==> src/rtl/coex_pkg.sv <==
package coex_pkg;
  localparam int unsigned FN_W = 3;

  typedef enum logic [FN_W-1:0] {
    FN_NONE   = 3'd0,
    FN_BT_REQ = 3'd1,
    FN_BT_PRI = 3'd2,
    FN_WL_ACT = 3'd3,
    FN_ANT_SW = 3'd4
  } pad_fn_e;
endpackage

==> src/rtl/coex_sync.sv <==
module coex_sync #(
  parameter int unsigned WIDTH  = 7,
  parameter int unsigned STAGES = 2
) (
  input  logic             clk_i,
  input  logic             rst_ni,
  input  logic [WIDTH-1:0] d_i,
  output logic [WIDTH-1:0] q_o
);
  for (genvar b = 0; b < WIDTH; b++) begin : g_bit
    logic [STAGES-1:0] chain_q;
    always_ff @(posedge clk_i or negedge rst_ni) begin
      if (!rst_ni) chain_q <= '0;
      else         chain_q <= {chain_q[STAGES-2:0], d_i[b]};
    end
    assign q_o[b] = chain_q[STAGES-1];
  end
endmodule

==> src/rtl/coex_pad_in_sel.sv <==
module coex_pad_in_sel
  import coex_pkg::*;
#(
  parameter int unsigned NUM_PADS = 7
) (
  input  logic [NUM_PADS*FN_W-1:0] cfg_pad_fn_i,
  input  logic [NUM_PADS-1:0]      pad_s_i,
  output logic                     req_o,
  output logic                     pri_o
);
  // scan from the top so the lowest matching pad is the last to write
  always_comb begin
    req_o = 1'b0;
    pri_o = 1'b0;
    for (int i = NUM_PADS - 1; i >= 0; i--) begin
      if (pad_fn_e'(cfg_pad_fn_i[i*FN_W +: FN_W]) == FN_BT_REQ) req_o = pad_s_i[i];
      if (pad_fn_e'(cfg_pad_fn_i[i*FN_W +: FN_W]) == FN_BT_PRI) pri_o = pad_s_i[i];
    end
  end
endmodule

==> src/rtl/coex_decide.sv <==
module coex_decide (
  input  logic clk_i,
  input  logic rst_ni,
  input  logic en_i,
  input  logic three_wire_i,
  input  logic wl_wins_i,
  input  logic wl_active_i,
  input  logic req_i,
  input  logic pri_i,
  output logic wl_act_o,
  output logic holdoff_o,
  output logic upd_o
);
  logic req_q, act_q, wl_act_q, hold_q;
  logic rise, fall, act_chg, pri_eff, deny;

  assign rise    = req_i & ~req_q;
  assign fall    = ~req_i & req_q;
  assign act_chg = wl_active_i ^ act_q;
  // activity changes are ignored while a granted slot runs
  assign upd_o   = rise | (act_chg & ~hold_q);
  assign pri_eff = three_wire_i & pri_i;
  assign deny    = wl_active_i & (~pri_eff | wl_wins_i);

  always_ff @(posedge clk_i or negedge rst_ni) begin
    if (!rst_ni) begin
      req_q <= 1'b0;
      act_q <= 1'b0;
    end else begin
      req_q <= req_i;
      act_q <= wl_active_i;
    end
  end

  always_ff @(posedge clk_i or negedge rst_ni) begin
    if (!rst_ni) begin
      wl_act_q <= 1'b0;
      hold_q   <= 1'b0;
    end else if (!en_i) begin
      wl_act_q <= 1'b0;
      hold_q   <= 1'b0;
    end else if (upd_o) begin
      wl_act_q <= deny;
      hold_q   <= req_i & ~deny;
    end else if (fall) begin
      hold_q   <= 1'b0;
    end
  end

  assign wl_act_o  = wl_act_q;
  assign holdoff_o = hold_q;
endmodule

==> src/rtl/coex_pad_out_drv.sv <==
module coex_pad_out_drv
  import coex_pkg::*;
#(
  parameter int unsigned NUM_PADS = 7
) (
  input  logic [NUM_PADS*FN_W-1:0] cfg_pad_fn_i,
  input  logic                     wl_act_i,
  input  logic                     ant_en_i,
  input  logic                     ant_val_i,
  output logic [NUM_PADS-1:0]      pad_out_o,
  output logic [NUM_PADS-1:0]      pad_oe_o
);
  for (genvar i = 0; i < NUM_PADS; i++) begin : g_pad
    pad_fn_e fn;
    assign fn = pad_fn_e'(cfg_pad_fn_i[i*FN_W +: FN_W]);
    always_comb begin
      unique case (fn)
        FN_WL_ACT: begin pad_out_o[i] = wl_act_i;  pad_oe_o[i] = 1'b1;     end
        FN_ANT_SW: begin pad_out_o[i] = ant_val_i; pad_oe_o[i] = ant_en_i; end
        default:   begin pad_out_o[i] = 1'b0;      pad_oe_o[i] = 1'b0;     end
      endcase
    end
  end
endmodule

==> src/rtl/coex_arbiter.sv <==
module coex_arbiter
  import coex_pkg::*;
#(
  parameter int unsigned NUM_PADS    = 7,
  parameter int unsigned SYNC_STAGES = 2
) (
  input  logic                     clk_i,
  input  logic                     rst_ni,
  input  logic                     cfg_en_i,
  input  logic                     cfg_three_wire_i,
  input  logic                     cfg_wl_wins_i,
  input  logic                     cfg_ant_en_i,
  input  logic                     cfg_ant_val_i,
  input  logic [NUM_PADS*FN_W-1:0] cfg_pad_fn_i,
  input  logic                     wl_active_i,
  input  logic [NUM_PADS-1:0]      pad_in_i,
  output logic [NUM_PADS-1:0]      pad_out_o,
  output logic [NUM_PADS-1:0]      pad_oe_o,
  output logic                     wl_holdoff_o
);
  logic [NUM_PADS-1:0] pad_s;
  logic req_s, pri_s, wl_act, upd;

  coex_sync #(.WIDTH(NUM_PADS), .STAGES(SYNC_STAGES)) u_sync (
    .clk_i (clk_i),
    .rst_ni(rst_ni),
    .d_i   (pad_in_i),
    .q_o   (pad_s)
  );

  coex_pad_in_sel #(.NUM_PADS(NUM_PADS)) u_in_sel (
    .cfg_pad_fn_i(cfg_pad_fn_i),
    .pad_s_i     (pad_s),
    .req_o       (req_s),
    .pri_o       (pri_s)
  );

  coex_decide u_decide (
    .clk_i       (clk_i),
    .rst_ni      (rst_ni),
    .en_i        (cfg_en_i),
    .three_wire_i(cfg_three_wire_i),
    .wl_wins_i   (cfg_wl_wins_i),
    .wl_active_i (wl_active_i),
    .req_i       (req_s),
    .pri_i       (pri_s),
    .wl_act_o    (wl_act),
    .holdoff_o   (wl_holdoff_o),
    .upd_o       (upd)
  );

  coex_pad_out_drv #(.NUM_PADS(NUM_PADS)) u_out_drv (
    .cfg_pad_fn_i(cfg_pad_fn_i),
    .wl_act_i    (wl_act),
    .ant_en_i    (cfg_ant_en_i),
    .ant_val_i   (cfg_ant_val_i),
    .pad_out_o   (pad_out_o),
    .pad_oe_o    (pad_oe_o)
  );
endmodule

==> config.mk <==
export PLATFORM = sky130hd
export DESIGN_NAME = coex_arbiter
export DESIGN_NICKNAME = d
export VERILOG_FILES = /design/src/rtl/coex_pkg.sv /design/src/rtl/coex_sync.sv /design/src/rtl/coex_pad_in_sel.sv /design/src/rtl/coex_decide.sv /design/src/rtl/coex_pad_out_drv.sv /design/src/rtl/coex_arbiter.sv
export SDC_FILE = /design/constraint.sdc
export NUM_CORES = 1
export LEC_CHECK = 0
export ABC_AREA = 1
export BUFFER_PORTS_ARGS = -buffer_cell sky130_fd_sc_hd__buf_2
export CORE_MARGIN = 1.5
export CORE_UTILIZATION = 47
export CTS_CLUSTER_SIZE = 24
export DETAILED_ROUTE_END_ITERATION = 10
export PLACE_DENSITY_LB_ADDON = 0.05
export SLEW_MARGIN = 15
export SYNTH_ARGS = -nofsm -noshare
export SYNTH_HDL_FRONTEND = slang
export SYNTH_HIERARCHICAL = 1
export SYNTH_SLANG_ARGS = --single-unit
==> constraint.sdc <==
create_clock -name clk_i -period 1.9 [get_ports clk_i]
set_input_delay 0.285 -clock clk_i [delete_from_list [all_inputs] [get_ports clk_i]]
set_output_delay 0.285 -clock clk_i [all_outputs]
set_load 0.005 [all_outputs]
==> results.yml <==
status:
  outcome: "finished, final reports clean"
grt:
  grtUsageTotal_pct: 18.4
  grt_pass1_vias: 969
  grt_pass1_wl_um: 3830
  grt_max_degree: 19
  antenna_found_initial: 0
  gr-total-overflow: 0
worst_setup_path:
  r2r_setup_slack_ps: 300
  start_kind: "register"
  crit_fanout: 3
  critPathTopFamily: "simple AND/OR/NAND/NOR gates"
  path_buf_inv: 2
  path_common_cell: "nand2_1"
  cp-end-kind: "register"
  slowest_stage: "dfrtp_1"
  max_stage_delay_ps: 370
  required_ps: 2130
  path_class: "reg -> reg"
  worstPathCellList: "inv_2 -> nor2_2 -> nand2_1 -> nand2_1 -> nand3_1 -> nand2_1 -> nand2_1 -> nand2_1 -> nand2_1 -> a21oi_2 -> inv_1 -> or2_4 -> nand2_4 -> nand3_2 -> nand2_1"
  worstPathArrival_ps: 1830
drt:
  avgViaCountPerCell: 4.86
  vias: 1201
  ant_nets: 0
  route.detailed.drc: 0
  first_pass_iters: 4
  drt-total-wl_um: 2470
  routedWlPerCell_um: 9.99
  drt_iter0_markers: 24
yosys:
  yosys_register_bits: 18
  synth_top_cell_by_area: "dfrtp_1"
  synth.top_cells.by_count: "nand2_1, nand3_1, inv_1, dfrtp_1, nor2_1"
  synth_ff_type: "dfrtp_1"
  yosys-top-cells-area: "dfrtp_1, nand3_1, nand2_1"
  syn-num-nets: 205
  yosys_warnings: 6
  synth_edf_count: 0
  synth_cell_types: 25
  async_flop_share_pct: 100
  yosysMostFrequentCell: "nand2_1"
  avgSynthCellArea_um2: 7.10
  ys_seq_area_share_pct: 37.5
  synth_cells: 169
  syn-cell-area_um2: 1200
  synth_top_area_share_pct: 37.5
floorplan:
  rows: 18
  io_pins: 51
  die_area_um2: 2860
  core-area_um2: 2450
  die_h_um: 53.5
  start_util_pct: 48.9
  die_w_um: 53.5
power:
  clock_power_share_pct: 26.5
  p_sw_uw: 242
  power_frac_comb_pct: 24.0
  p_seq_share_pct: 49.5
  leakagePower_nw: 0.865
  peakVddDrop_uv: 475
  power.total_uw: 848
  p_int_uw: 606
  swShare_pct: 28.5
  powerDensity_nw_per_um2: 573
clocking:
  clk_pin_slew_ps: 100
  tritoncts: "built"
  clock_path_buffers: 2
  cts_sinks: 18
  root_buffer: "clkbuf_4"
  ctsResizeCount: 0
  cts_buffers: 3
  insertion_delay_ps: 290
  htreeDepth: 1
layout:
  drive_gt1_share_pct: 33.6
  antenna_cells: 0
  fin_nets: 254
  area_growth_pct: 23.5
  n_fill_cell: 230
place:
  gp_congestion: 0.830
  portBuffers: 50
  place_hpwl_um: 1990
timing:
  maxSlewViolCount: 0
  fin_crit_sh_pct: 84.0
  max_freq_ghz: 0.627
  slew-limit-headroom_pct: 75.4
  clock_skew_ps: 6.49
  rsz0062_at_grt: "false"
  fin_tns_setup_ps: 0
  hold_viol_final: 0
  setup_viol: 0
  min_period_ps: 1600
  worstMarginPinSlew_ps: 369
run:
  maxCapViolCount: 0
hold_path:
  holdCritPathClass: "in -> reg"
[cells in the final DEF (no fill, tap or decap)]
master and instances:
a21oi_1 3, a21oi_2 2, a31oi_1 1, buf_2 50
clkbuf_4 3, clkbuf_8 1, clkinv_1 1, clkinv_2 1
dfrtp_1 18, dlygate4sd3_1 1, inv_1 21, inv_2 4
nand2_1 38, nand2_2 1, nand2_4 1, nand3_1 30
nand3_2 2, nand3b_1 1, nand4_1 10, nor2_1 16
nor2_2 5, nor3_1 1, nor3b_1 1, nor3b_2 1
nor3b_4 1, nor4_1 1, o21ai_0 1, or2_4 1
[kinds of logic (layout without fill, tap and decap cells)]
logic type / count (synthesis) / count (layout) / share of synthesized area (%)
buffers and inverters: 34 / 82 / 12.9
AOI/OAI and AO/OA: 7 / 7 / 3.65
DFF: 18 / 18 / 37.5
and+or+nand+nor: 110 / 110 / 45.9
[layout make-up]
| class | count | area (µm²) | area share (%) |
|---|---|---|---|
| Inverter | 27 | 103 | 6.93 |
| Multi-Input combinational cell | 117 | 594 | 40.1 |
| Tap cell | 30 | 37.5 | 2.53 |
| Timing Repair Buffer | 51 | 260 | 17.6 |
| Clock buffer | 4 | 36.3 | 2.45 |
| Sequential cell | 18 | 450 | 30.4 |
[state kept, by name (all words and copies together), names as in the netlist]
| signal | flops |
|---|---|
| u_sync/g_bit.chain_q | 14 |
| u_decide/act_q | 1 |
| u_decide/req_q | 1 |
| u_decide/holdoff_o | 1 |
| u_decide/wl_act_o | 1 |
[power groups by stage]
stage | sequential [mW] | clock [mW] | combinational (mW)
after detailed placement | 0.427 | 0 | 0.202
after CTS | 0.420 | 0.234 | 0.205
after global routing | 0.423 | 0.251 | 0.232
after global placement | 0.427 | 0 | 0.194
after floorplan | 0.422 | 0 | 0.112
final | 0.420 | 0.225 | 0.203
[final timing paths]
kind,to,startpoint,cells after the start
worst max-delay path,u_decide/holdoff_o,u_sync/g_bit[6].chain_q[1],15
max in group asynchronous,u_sync/g_bit[5].chain_q[0],rst_ni,2
worst max register to register,u_decide/holdoff_o,u_sync/g_bit[6].chain_q[1],15
worst min register to register,u_sync/g_bit[3].chain_q[1],u_sync/g_bit[3].chain_q[0],0
min in group asynchronous,u_sync/g_bit[0].chain_q[0],rst_ni,2
worst min-delay path,u_sync/g_bit[2].chain_q[0],pad_in_i[2],1
[timing repair]
action                                  in CTS  in global routing
endpoints found under the hold margin       18                  0
hold buffers                                 1                  0
endpoints found under the setup margin       0                  0
buffers inserted                             0                  0
[stage by stage]
stage          worst slack, ps  hold WS [ps]  instances  utilization [%]  cell area [µm²]
2_1_floorplan              394         -10.6        169                -             1200
3_3_place_gp               247           219        242             58.5             1440
3_5_place_dp               215           222        242             58.5             1440
4_1_cts                    303          81.8        247             60.3             1480
5_1_grt                    108          69.3        247             60.3             1480
6_report                   305          95.1        247             60.3             1480
[routing by layer]
layer | part of all wire (%) | global-route usage, % | vias to the layer above
met3 | 4.3 | 1.69 | 2
met4 | 0.53 | 7.69 | 0
met2 | 49 | 31.3 | 33
li1 | - | - | 641
met1 | 46 | 23.9 | 525
met5 | 0 | 0 | -
No activity file was read; power rests on OpenSTA's default activity.
